**src/rtl/chain_dma_pkg.sv**
```systemverilog
package chain_dma_pkg;
  localparam int WORD_W = 32;
  localparam int CSR_AW = 3;

  localparam logic [CSR_AW-1:0] REG_GCTL  = 3'd0;
  localparam logic [CSR_AW-1:0] REG_IEN   = 3'd1;
  localparam logic [CSR_AW-1:0] REG_ISTAT = 3'd2;
  localparam logic [CSR_AW-1:0] REG_DPTR  = 3'd3;
  localparam logic [CSR_AW-1:0] REG_CHAN  = 3'd4;

  localparam int GCTL_EN_BIT   = 0;
  localparam int GCTL_SRST_BIT = 8;
  localparam int CHAN_RUN_BIT  = 7;
  localparam int CHAN_DIR_BIT  = 22;
  localparam int FLAG_FMT_BIT  = 30;
  localparam int FLAG_END_BIT  = 31;

  typedef enum logic [3:0] {
    EV_NONE      = 4'd0,
    EV_UNDERRUN  = 4'd1,
    EV_OVERRUN   = 4'd2,
    EV_DESC_ERR  = 4'd3,
    EV_DATA_ERR  = 4'd4,
    EV_EARLY_END = 4'd5,
    EV_OK        = 4'd15
  } dma_event_e;

  typedef enum logic [2:0] {
    ST_IDLE,
    ST_DESC,
    ST_RD,
    ST_TX,
    ST_RX,
    ST_WR
  } dma_state_e;
endpackage

```
**src/rtl/chain_dma_regs.sv**
```systemverilog
module chain_dma_regs
  import chain_dma_pkg::*;
#(
  parameter int ADDR_W = 32
) (
  input  logic              clk,
  input  logic              rst_n,
  input  logic              csr_we,
  input  logic [CSR_AW-1:0] csr_addr,
  input  logic [WORD_W-1:0] csr_wdata,
  output logic [WORD_W-1:0] csr_rdata,
  input  logic              busy_i,
  input  logic              done_i,
  input  logic [3:0]        done_ev_i,
  output logic              go_o,
  output logic              dir_o,
  output logic              clr_o,
  output logic              irq_o,
  output logic [ADDR_W-1:0] desc_ptr_o
);
  logic              en_q, ie_q, pend_q, run_q, dir_q;
  logic [3:0]        ev_q;
  logic [ADDR_W-1:0] ptr_q;

  logic wr_gctl, wr_ien, wr_stat, wr_ptr, wr_chan, clr_w;
  assign wr_gctl = csr_we && (csr_addr == REG_GCTL);
  assign wr_ien  = csr_we && (csr_addr == REG_IEN);
  assign wr_stat = csr_we && (csr_addr == REG_ISTAT);
  assign wr_ptr  = csr_we && (csr_addr == REG_DPTR);
  assign wr_chan = csr_we && (csr_addr == REG_CHAN);
  assign clr_w   = wr_gctl && csr_wdata[GCTL_SRST_BIT];

  always_ff @(posedge clk or negedge rst_n) begin
    if (!rst_n) begin
      en_q   <= 1'b0;
      ie_q   <= 1'b0;
      pend_q <= 1'b0;
      run_q  <= 1'b0;
      dir_q  <= 1'b0;
      ev_q   <= EV_NONE;
      ptr_q  <= '0;
    end else begin
      if (wr_gctl) en_q <= csr_wdata[GCTL_EN_BIT];
      if (wr_ien)  ie_q <= csr_wdata[0];
      if (wr_ptr)  ptr_q <= csr_wdata[ADDR_W-1:0];
      if (clr_w) begin
        run_q  <= 1'b0;
        dir_q  <= 1'b0;
        ev_q   <= EV_NONE;
        pend_q <= 1'b0;
      end else begin
        if (done_i) begin
          run_q  <= 1'b0;
          ev_q   <= done_ev_i;
          pend_q <= 1'b1;
        end else begin
          if (wr_chan && !busy_i) begin
            run_q <= csr_wdata[CHAN_RUN_BIT];
            dir_q <= csr_wdata[CHAN_DIR_BIT];
            ev_q  <= csr_wdata[3:0];
          end
          if (wr_stat && csr_wdata[0]) pend_q <= 1'b0;
        end
      end
    end
  end

  always_comb begin
    csr_rdata = '0;
    case (csr_addr)
      REG_GCTL:  csr_rdata[GCTL_EN_BIT] = en_q;
      REG_IEN:   csr_rdata[0] = ie_q;
      REG_ISTAT: csr_rdata[0] = pend_q;
      REG_DPTR:  csr_rdata = WORD_W'(ptr_q);
      REG_CHAN: begin
        csr_rdata[3:0]          = ev_q;
        csr_rdata[CHAN_RUN_BIT] = run_q;
        csr_rdata[CHAN_DIR_BIT] = dir_q;
      end
      default:   csr_rdata = '0;
    endcase
  end

  assign go_o       = run_q && en_q;
  assign dir_o      = dir_q;
  assign clr_o      = clr_w;
  assign irq_o      = pend_q && ie_q;
  assign desc_ptr_o = ptr_q;


  done_effect_chk: assert property (@(posedge clk) disable iff (!rst_n || clr_w)
    done_i |=> (!run_q && pend_q));


  w1c_clear_chk: assert property (@(posedge clk) disable iff (!rst_n || clr_w)
    (wr_stat && csr_wdata[0] && !done_i) |=> !pend_q);


  busy_write_chk: assert property (@(posedge clk) disable iff (!rst_n || clr_w)
    (wr_chan && busy_i && !done_i) |=> ($stable(dir_q) && $stable(run_q)));
endmodule

```
**src/rtl/chain_dma_ctrl.sv**
```systemverilog
module chain_dma_ctrl
  import chain_dma_pkg::*;
#(
  parameter int ADDR_W = 32,
  parameter int CNT_W  = 16
) (
  input  logic              clk,
  input  logic              rst_n,
  input  logic              clr_i,
  input  logic              go_i,
  input  logic              dir_i,
  input  logic [ADDR_W-1:0] desc_ptr_i,
  output logic              mem_req,
  output logic              mem_we,
  output logic [ADDR_W-1:0] mem_addr,
  output logic [WORD_W-1:0] mem_wdata,
  input  logic              mem_ready,
  input  logic [WORD_W-1:0] mem_rdata,
  input  logic              mem_err,
  output logic              tx_valid,
  output logic [WORD_W-1:0] tx_data,
  input  logic              tx_ready,
  input  logic              rx_valid,
  input  logic [WORD_W-1:0] rx_data,
  input  logic              rx_last,
  output logic              rx_ready,
  output logic              busy_o,
  output logic              done_o,
  output logic [3:0]        done_ev_o
);
  localparam int WC_W = CNT_W - 1;

  dma_state_e        state_q;
  logic [ADDR_W-1:0] cur_ptr_q, buf_q, branch_q;
  logic [WC_W-1:0]   words_q;
  logic [1:0]        widx_q;
  logic              end_q, dir_q, last_q, done_q;
  logic [3:0]        ev_q;
  logic [WORD_W-1:0] data_q;

  logic [CNT_W:0]    cnt_ext;
  logic [WC_W-1:0]   words_new;
  logic              final_word;
  assign cnt_ext    = {1'b0, mem_rdata[CNT_W-1:0]} + (CNT_W+1)'(3);
  assign words_new  = cnt_ext[CNT_W:2];
  assign final_word = (words_q == WC_W'(1));

  always_ff @(posedge clk or negedge rst_n) begin
    if (!rst_n) begin
      state_q   <= ST_IDLE;
      cur_ptr_q <= '0;
      buf_q     <= '0;
      branch_q  <= '0;
      words_q   <= '0;
      widx_q    <= '0;
      end_q     <= 1'b0;
      dir_q     <= 1'b0;
      last_q    <= 1'b0;
      done_q    <= 1'b0;
      ev_q      <= EV_NONE;
      data_q    <= '0;
    end else if (clr_i) begin
      state_q <= ST_IDLE;
      done_q  <= 1'b0;
    end else begin
      done_q <= 1'b0;
      case (state_q)
        ST_IDLE: begin
          if (go_i && !done_q) begin
            cur_ptr_q <= desc_ptr_i;
            dir_q     <= dir_i;
            widx_q    <= '0;
            state_q   <= ST_DESC;
          end
        end
        ST_DESC: begin
          if (mem_ready) begin
            if (mem_err) begin
              state_q <= ST_IDLE;
              done_q  <= 1'b1;
              ev_q    <= EV_DESC_ERR;
            end else begin
              case (widx_q)
                2'd0: begin
                  if (!mem_rdata[FLAG_FMT_BIT]) begin
                    state_q <= ST_IDLE;
                    done_q  <= 1'b1;
                    ev_q    <= EV_DESC_ERR;
                  end else begin
                    words_q <= words_new;
                    end_q   <= mem_rdata[FLAG_END_BIT];
                    widx_q  <= 2'd1;
                  end
                end
                2'd1: begin
                  buf_q  <= mem_rdata[ADDR_W-1:0];
                  widx_q <= 2'd2;
                end
                default: begin
                  branch_q <= mem_rdata[ADDR_W-1:0];
                  widx_q   <= '0;
                  if (words_q != '0) begin
                    state_q <= dir_q ? ST_RX : ST_RD;
                  end else if (end_q) begin
                    state_q <= ST_IDLE;
                    done_q  <= 1'b1;
                    ev_q    <= EV_OK;
                  end else begin
                    cur_ptr_q <= mem_rdata[ADDR_W-1:0];
                  end
                end
              endcase
            end
          end
        end
        ST_RD: begin
          if (mem_ready) begin
            if (mem_err) begin
              state_q <= ST_IDLE;
              done_q  <= 1'b1;
              ev_q    <= EV_DATA_ERR;
            end else begin
              data_q  <= mem_rdata;
              state_q <= ST_TX;
            end
          end
        end
        ST_TX: begin
          if (tx_ready) begin
            buf_q   <= buf_q + ADDR_W'(4);
            words_q <= words_q - WC_W'(1);
            if (!final_word) begin
              state_q <= ST_RD;
            end else if (end_q) begin
              state_q <= ST_IDLE;
              done_q  <= 1'b1;
              ev_q    <= EV_OK;
            end else begin
              cur_ptr_q <= branch_q;
              state_q   <= ST_DESC;
            end
          end
        end
        ST_RX: begin
          if (rx_valid) begin
            data_q  <= rx_data;
            last_q  <= rx_last;
            state_q <= ST_WR;
          end
        end
        ST_WR: begin
          if (mem_ready) begin
            if (mem_err) begin
              state_q <= ST_IDLE;
              done_q  <= 1'b1;
              ev_q    <= EV_DATA_ERR;
            end else if (last_q && !(final_word && end_q)) begin
              state_q <= ST_IDLE;
              done_q  <= 1'b1;
              ev_q    <= EV_EARLY_END;
            end else begin
              buf_q   <= buf_q + ADDR_W'(4);
              words_q <= words_q - WC_W'(1);
              if (!final_word) begin
                state_q <= ST_RX;
              end else if (end_q) begin
                state_q <= ST_IDLE;
                done_q  <= 1'b1;
                ev_q    <= EV_OK;
              end else begin
                cur_ptr_q <= branch_q;
                state_q   <= ST_DESC;
              end
            end
          end
        end
        default: state_q <= ST_IDLE;
      endcase
    end
  end

  always_comb begin
    mem_req  = 1'b0;
    mem_we   = 1'b0;
    mem_addr = buf_q;
    case (state_q)
      ST_DESC: begin
        mem_req  = 1'b1;
        mem_addr = cur_ptr_q + ADDR_W'({widx_q, 2'b00});
      end
      ST_RD: mem_req = 1'b1;
      ST_WR: begin
        mem_req = 1'b1;
        mem_we  = 1'b1;
      end
      default: mem_req = 1'b0;
    endcase
  end

  assign mem_wdata = data_q;
  assign tx_valid  = (state_q == ST_TX);
  assign tx_data   = data_q;
  assign rx_ready  = (state_q == ST_RX);
  assign busy_o    = (state_q != ST_IDLE);
  assign done_o    = done_q;
  assign done_ev_o = ev_q;


  mem_hold_chk: assert property (@(posedge clk) disable iff (!rst_n || clr_i)
    (mem_req && !mem_ready) |=> (mem_req && $stable(mem_addr) && $stable(mem_we)));


  tx_hold_chk: assert property (@(posedge clk) disable iff (!rst_n || clr_i)
    (tx_valid && !tx_ready) |=> (tx_valid && $stable(tx_data)));


  done_pulse_chk: assert property (@(posedge clk) disable iff (!rst_n || clr_i)
    done_q |=> (!done_q && !busy_o));
endmodule

```
**src/rtl/chain_dma.sv**
```systemverilog
module chain_dma
  import chain_dma_pkg::*;
#(
  parameter int ADDR_W = 32,
  parameter int CNT_W  = 16
) (
  input  logic              clk,
  input  logic              rst_n,
  input  logic              csr_we,
  input  logic [CSR_AW-1:0] csr_addr,
  input  logic [WORD_W-1:0] csr_wdata,
  output logic [WORD_W-1:0] csr_rdata,
  output logic              irq,
  output logic              mem_req,
  output logic              mem_we,
  output logic [ADDR_W-1:0] mem_addr,
  output logic [WORD_W-1:0] mem_wdata,
  input  logic              mem_ready,
  input  logic [WORD_W-1:0] mem_rdata,
  input  logic              mem_err,
  output logic              tx_valid,
  output logic [WORD_W-1:0] tx_data,
  input  logic              tx_ready,
  input  logic              rx_valid,
  input  logic [WORD_W-1:0] rx_data,
  input  logic              rx_last,
  output logic              rx_ready
);
  logic              busy, done, go, dir, clr;
  logic [3:0]        done_ev;
  logic [ADDR_W-1:0] desc_ptr;

  chain_dma_regs #(.ADDR_W(ADDR_W)) u_regs (
    .clk        (clk),
    .rst_n      (rst_n),
    .csr_we     (csr_we),
    .csr_addr   (csr_addr),
    .csr_wdata  (csr_wdata),
    .csr_rdata  (csr_rdata),
    .busy_i     (busy),
    .done_i     (done),
    .done_ev_i  (done_ev),
    .go_o       (go),
    .dir_o      (dir),
    .clr_o      (clr),
    .irq_o      (irq),
    .desc_ptr_o (desc_ptr)
  );

  chain_dma_ctrl #(.ADDR_W(ADDR_W), .CNT_W(CNT_W)) u_ctrl (
    .clk        (clk),
    .rst_n      (rst_n),
    .clr_i      (clr),
    .go_i       (go),
    .dir_i      (dir),
    .desc_ptr_i (desc_ptr),
    .mem_req    (mem_req),
    .mem_we     (mem_we),
    .mem_addr   (mem_addr),
    .mem_wdata  (mem_wdata),
    .mem_ready  (mem_ready),
    .mem_rdata  (mem_rdata),
    .mem_err    (mem_err),
    .tx_valid   (tx_valid),
    .tx_data    (tx_data),
    .tx_ready   (tx_ready),
    .rx_valid   (rx_valid),
    .rx_data    (rx_data),
    .rx_last    (rx_last),
    .rx_ready   (rx_ready),
    .busy_o     (busy),
    .done_o     (done),
    .done_ev_o  (done_ev)
  );


  irq_mask_chk: assert property (@(posedge clk) disable iff (!rst_n)
    $rose(irq) |-> ($past(done) || $past(csr_we)));
endmodule

```
**config.mk**
```make
export PLATFORM = sky130hd
export DESIGN_NAME = chain_dma
export DESIGN_NICKNAME = d
export VERILOG_FILES = /design/src/rtl/chain_dma_pkg.sv /design/src/rtl/chain_dma_regs.sv /design/src/rtl/chain_dma_ctrl.sv /design/src/rtl/chain_dma.sv
export SDC_FILE = /design/constraint.sdc
export NUM_CORES = 1
export LEC_CHECK = 0
export BUFFER_PORTS_ARGS = -buffer_cell sky130_fd_sc_hd__buf_2
export CORE_MARGIN = 10
export CORE_UTILIZATION = 56
export DETAILED_ROUTE_END_ITERATION = 6
export MAX_ROUTING_LAYER = met4
export PLACE_DENSITY = 0.88
export SLEW_MARGIN = 20
export SYNTH_ARGS = -nofsm -noshare
export SYNTH_HDL_FRONTEND = slang
export SYNTH_SLANG_ARGS = --single-unit
```
**constraint.sdc**
```tcl
create_clock -name clk -period 3.3 [get_ports clk]
set_input_delay 0 -clock clk [delete_from_list [all_inputs] [get_ports clk]]
set_output_delay 0 -clock clk [all_outputs]
set_load 0.01 [all_outputs]
```
Yosys cells after proc, flatten, opt, wreduce, memory -nomap -nowiden --
Cells that the tools add are included.
Cells by class: bitwise gates (word level) 3, mux-type cells 111, eq/ne operators 42, $add $sub $neg 4, reductions and logical operators 43
Operators with widths (count):
- two-way mux 32 bit | 23
- one-hot mux 32 bit (4 select lines) | 1
- two-way mux 15 bit | 8
- one-hot mux 32 bit (3 select lines) | 1
- one-hot mux 32 bit (2 select lines) | 1
- two-way mux 4 bit | 15
- two-way mux 3 bit | 17
- one-hot mux 15 bit (3 select lines) | 1
- adder 32 x 3 -> 32 bit (second input constant) | 1
- adder 32 x 4 -> 32 bit | 1
- inequality test 2 bit (second input constant) | 16
- two-way mux 1 bit | 25
- AND reduction 10 bit | 2
- one-hot mux 3 bit (6 select lines) | 1
- AND reduction 9 bit | 2
- adder 16 x 2 -> 17 bit (second input constant) | 1
- one-hot mux 4 bit (4 select lines) | 1
- == test 15 x 1 -> 1 bit (second input constant) | 1
- inequality test 3 bit (second input constant) | 5
- nonzero test 15 bit | 1
- subtractor 15 x 1 -> 15 bit (second input constant) | 1
- two-way mux 14 bit | 1
- logical AND 1 bit | 13
- == test 3 x 2 -> 1 bit (second input constant) | 4
- 31 further kinds | 60
Word-level totals: bits of input ports 107, output and inout bits 133, register bits after elaboration 197, word-level logic and storage cells 222

Longest topological paths before layout --
word-level depth 9, mapped depth 10, mapped depth without buffers 9

By module --
From an unflattened synthesis, not the netlist that was laid out.
Unflattened totals: cell total of the unflattened synthesis 1312, area total of the unflattened synthesis 12384.4 um^2
By module, submodules not included:
- chain_dma_ctrl | seq. area each 3903.7 um^2, cells an instance 1153, area an instance 10296.1 um^2, times used 1
- chain_dma_regs | seq. area each 1026.0 um^2, cells an instance 159, area an instance 2088.3 um^2, times used 1

Least setup slack after synthesis --
No wires, ideal clock.
kind register to output, from register u_ctrl.widx_q[1], to output mem_addr[26], slack 0.581 ns, required time 3.300 ns, stages on the path, launching flop included 10, path buffers 1, arrival time 2.719 ns, cells stage by stage dfrtp_1 -> clkbuf_1 -> inv_1 -> fa_1 -> nand3b_1 -> nor4b_1 -> nand2_1 -> nor2_1 -> xnor2_1 -> o21ai_0
Between the ends: cells in the longest elaborated chain, start to end 2
RTL lines:
- from (decl) | RTL line chain_dma_ctrl.sv:36 | logic [1:0] widx_q;
- from (signal assigned) | RTL line chain_dma_ctrl.sv:55 | widx_q <= '0;
- from (signal assigned) | RTL line chain_dma_ctrl.sv:72 | widx_q <= '0;
- from (signal assigned) | RTL line chain_dma_ctrl.sv:92 | widx_q <= 2'd1;
- adder 32 x 4 -> 32 bit | RTL line chain_dma_ctrl.sv:189 | mem_addr = cur_ptr_q + ADDR_W'({widx_q, 2'b00});
- two-way mux 32 bit | RTL line chain_dma_ctrl.sv:186 | case (state_q)
- to (decl) | RTL line chain_dma.sv:16 | output logic [ADDR_W-1:0] mem_addr,
Every way passes these cells.

Worst setup path after layout --
from register u_ctrl.state_q[1], to register u_ctrl.data_q[28], in the netlist u_ctrl.mem_wdata[28]
Between the ends: cells in the longest elaborated chain, start to end 3, elaborated cells between the ends (all ways) 8, those cells by class eq/ne: 5; mux: 1; reduce/logical: 2
RTL lines:
- from (decl) | RTL line chain_dma_ctrl.sv:33 | dma_state_e state_q;
- from (signal assigned) | RTL line chain_dma_ctrl.sv:103 | state_q <= dir_q ? ST_RX : ST_RD;
- == test 3 bit / == test 3 x 2 -> 1 bit (equally long branches) | RTL line chain_dma_ctrl.sv:67 | case (state_q)
- inequality test 2 bit (no source line) / nonzero test 2 bit (equally long branches)
- AND reduction 5 bit (no source line)
- to (signal assigned) | RTL line chain_dma_ctrl.sv:123 | data_q <= mem_rdata;
- to (signal assigned) | RTL line chain_dma_ctrl.sv:146 | data_q <= rx_data;
- to (decl) | RTL line chain_dma_ctrl.sv:39 | logic [WORD_W-1:0] data_q;
Parallel ways exist; a longest one is shown, timed or not. A chain may end at the register's enable or synchronous reset.

==> impl_metrics.py <==
metrics = {
    "outcome": {
        "outcome": "complete, but fails checks",
        "violations": "design-rule violations",
    },
    "timing": {
        "min_period_over_period_pct": 93.87,
        "setup_tns_ns": 0,
        "rsz0062_at_grt": "no",
        "hold_viol": 0,
        "period_needed_ns": 3.098,
        "fmax_ghz": 0.3228,
        "finalMaxSlewViolations": 0,
        "setup_slack_ns": 0.2024,
        "clock-skew-final_ns": 0.01444,
        "tightest_slew_ns": 0.9300,
        "setup_viol": 0,
        "relSlewSlack_pct": 37.52,
        "holdWs_ns": 0.02430,
    },
    "floorplanning": {
        "rows": 53,
        "dieWidth_um": 167.1,
        "start_util_pct": 57.31,
        "dieArea_um2": 27940,
        "fp.coreArea_um2": 21150,
        "io_pins": 240,
        "die_h_um": 167.1,
    },
    "cts": {
        "cts_tree": "done",
        "clock_latency_ns": 0.45,
        "cts.htree.levels": 4,
        "cts_setup_buffers": 0,
        "clock-root-buffer": "clkbuf_16",
        "clock-sinks": 197,
        "cts_made_buffers": 17,
        "clkTransAtPathRegs_ns": 0.09,
        "clockBufferDepth": 2,
    },
    "placed_design": {
        "hpwlAfterDp_um": 28000,
        "place.gp.congestion": 0.9901,
        "dp.cells": 1722,
        "post-place-ws_ns": 0.7031,
        "numPortBuffers": 239,
    },
    "worst_setup_path": {
        "end_kind": "flip-flop",
        "critPathKind": "reg2reg",
        "cp.arrival_ns": 3.38,
        "crit_path_start_kind": "flip-flop",
        "critical_path_required_ns": 3.58,
        "cp_max_fo": 18,
    },
    "logic_synthesis": {
        "syn_area_um2": 12120,
        "synth_area_per_cell_um2": 9.341,
        "async_reset_ff_share_pct": 100.0,
        "ys_seq_elements": 197,
        "yosys_warnings": 0,
        "synth-compound-area-share_pct": 18.70,
        "synth_cell_types": 75,
        "yosysSeqAreaShare_pct": 40.66,
        "synth_top_family_by_area": "compound AO/OA/AOI/OAI gates",
        "synth_edf_count": 0,
        "syn_inst": 1298,
        "synthSimpleGateAreaFrac_pct": 14.44,
        "yosys-mux-area-fraction_pct": 16.50,
        "synthAdderAreaFrac_pct": 0.7843,
        "synth_nets": 1412,
        "synth-xor-area-share_pct": 2.817,
        "synth-main-ff-cell": "dfrtp_1",
    },
    "drt": {
        "wl_met2_um": 20250,
        "num_vias": 12100,
        "antenna_left": 0,
        "firstDrtPassIters": 7,
        "drt-wirelength-per-cell_um": 22.96,
        "wl_met1_um": 16590,
        "via_per_inst": 6.420,
        "drc": 2,
        "drt_iter0_drc": 1840,
        "wl_met3_um": 4917,
        "drt-total-wl_um": 43260,
        "highest_layer": "met4",
    },
    "grt": {
        "grt_max_degree": 99,
        "grt_usage_pct": 30.18,
        "grt_pass1_wl_um": 66940,
        "globalRouteOverflowTotal": 0,
        "antenna_found_initial": 4,
        "grt_pass1_vias": 11840,
    },
    "pwr": {
        "ir_drop_mv": 0.4631,
        "leakage_nw": 6.570,
        "comb_power_share_pct": 52.6,
        "switching_share_pct": 46.19,
        "power.density_nw_per_um2": 942.6,
        "clockPowerShare_pct": 14.4,
        "p_seq_share_pct": 33.0,
        "intPower_mw": 7.689,
        "switchingPower_mw": 6.601,
    },
    "layout": {
        "final_common_cell": "buf_2",
        "nNetsFinal": 1706,
        "stdcell_count": 1884,
        "most-common-layout-cells": "buf_2, dfrtp_1, mux2_2",
        "area_growth_syn_to_layout_pct": 25.04,
        "utilization_pct": 71.66,
        "drive_gt1_share_pct": 28.41,
    },
    "min_path": {
        "hp-class": "in2reg",
    },
    "flow_run": {
        "maxCapViolCount": 0,
    },
}
## power groups by stage
stage	combinational, mW	sequential [mW]	clock (mW)
detailed placement	7.01	4.64	0
CTS	7.29	4.61	2.05
finish	7.51	4.72	2.06
global route	8.09	4.84	2.16
global placement	6.83	4.56	0
floorplan	5.11	4.34	0
## cells in the mapped netlist (4+ instances only)
master,n,share of area [%]
a31oi_1,8,0.41
o211ai_1,6,0.37
buf_4,34,2.1
a2bb2oi_1,7,0.51
nor2b_1,4,0.21
o2111ai_1,4,0.29
nor3_1,12,0.50
a21o_1,5,0.31
nor2_1,92,2.8
o31ai_1,8,0.50
and2_1,27,1.4
a22o_1,13,0.94
o22ai_1,78,4.0
or3_1,7,0.36
buf_6,6,0.56
ha_1,6,0.62
buf_1,8,0.25
xor2_1,23,1.7
mux2_2,131,12
nor4_1,6,0.31
nand2b_1,7,0.36
nand4_1,11,0.57
buf_2,15,0.62
inv_1,26,0.80
mux2i_1,42,3.5
a21oi_1,130,5.4
o21ai_0,73,3.0
xnor2_1,16,1.2
and4_1,5,0.36
dfrtp_1,197,41
o22a_1,5,0.36
mux2_4,7,0.87
clkbuf_1,55,1.7
and3_1,18,0.93
nand3_1,48,2.0
nand2_1,102,3.2
## worst paths after layout
kind,from,to,slack (ns),cells past startpoint
setup / recovery,u_ctrl.state_q[1],u_ctrl.mem_wdata[28],0.20,8
hold / removal,csr_addr[0],u_regs.en_q,0.02,4
setup reg to reg,u_ctrl.state_q[1],u_ctrl.mem_wdata[28],0.20,8
hold reg to reg,u_ctrl.buf_q[1],u_ctrl.buf_q[1],0.51,1
max in group asynchronous,rst_n,u_ctrl.branch_q[21],2.20,3
min in group asynchronous,rst_n,u_ctrl.mem_wdata[18],0.13,2
## stage by stage
stage               instance area (um2)  power (mW)
finish                            15160       14.29
global route                      15160       15.09
CTS                               15140       13.95
detailed placement                13320       11.65
global placement                  13320       11.39
floorplan                         12120       9.450
## logic make-up after synthesis
group / Yosys count
flops: 197
buf+inv: 146
compound gates: 371
xor+xnor: 39
simple gates: 358
fa+ha+maj: 7
mux: 180
## state kept, by name, indices dropped and copies added (netlist names), 2 cells and up
signal             count
u_ctrl.cur_ptr_q      32
u_ctrl.mem_wdata      32
u_ctrl.buf_q          32
u_regs.ev_q            4
u_ctrl.done_ev_o       4
u_ctrl.widx_q          2
u_ctrl.state_q         3
u_ctrl.words_q        15
u_ctrl.branch_q       32
u_regs.desc_ptr_o     32
## layout make-up
type,count,area (um2)
clock buffer,18,429.2
tap,275,344.1
timing repair buffer,393,2726
antenna,4,10.01
clock inverter,14,136.4
sequential,197,4931
fill,1459,5995
multi-input combinational,955,6477
inverter,28,105.1
## critical path: stages, from the launching register on
cell and delay, ns:
dfrtp_1 0.48, buf_4 0.25, nor2_1 0.27, nand2_1 0.15
inv_2 0.46, buf_4 0.39, mux2i_1 0.22, dlygate4sd3_1 0.57
a21oi_1 0.11
## timing repair
action,4_1_cts,5_1_grt
setup endpoints to repair,0,1
endpoints found under the hold margin,196,0
hold buffers,126,0
resized for setup,0,2
## per-layer routing
metal / vias up / track usage [%]
li1: 5308 / -
met1: 5779 / 38.05
met2: 866 / 46.84
met3: 142 / 7.491
met4: 0 / 9.955
met5: - / -
No activity file was read; power rests on OpenSTA's default activity.
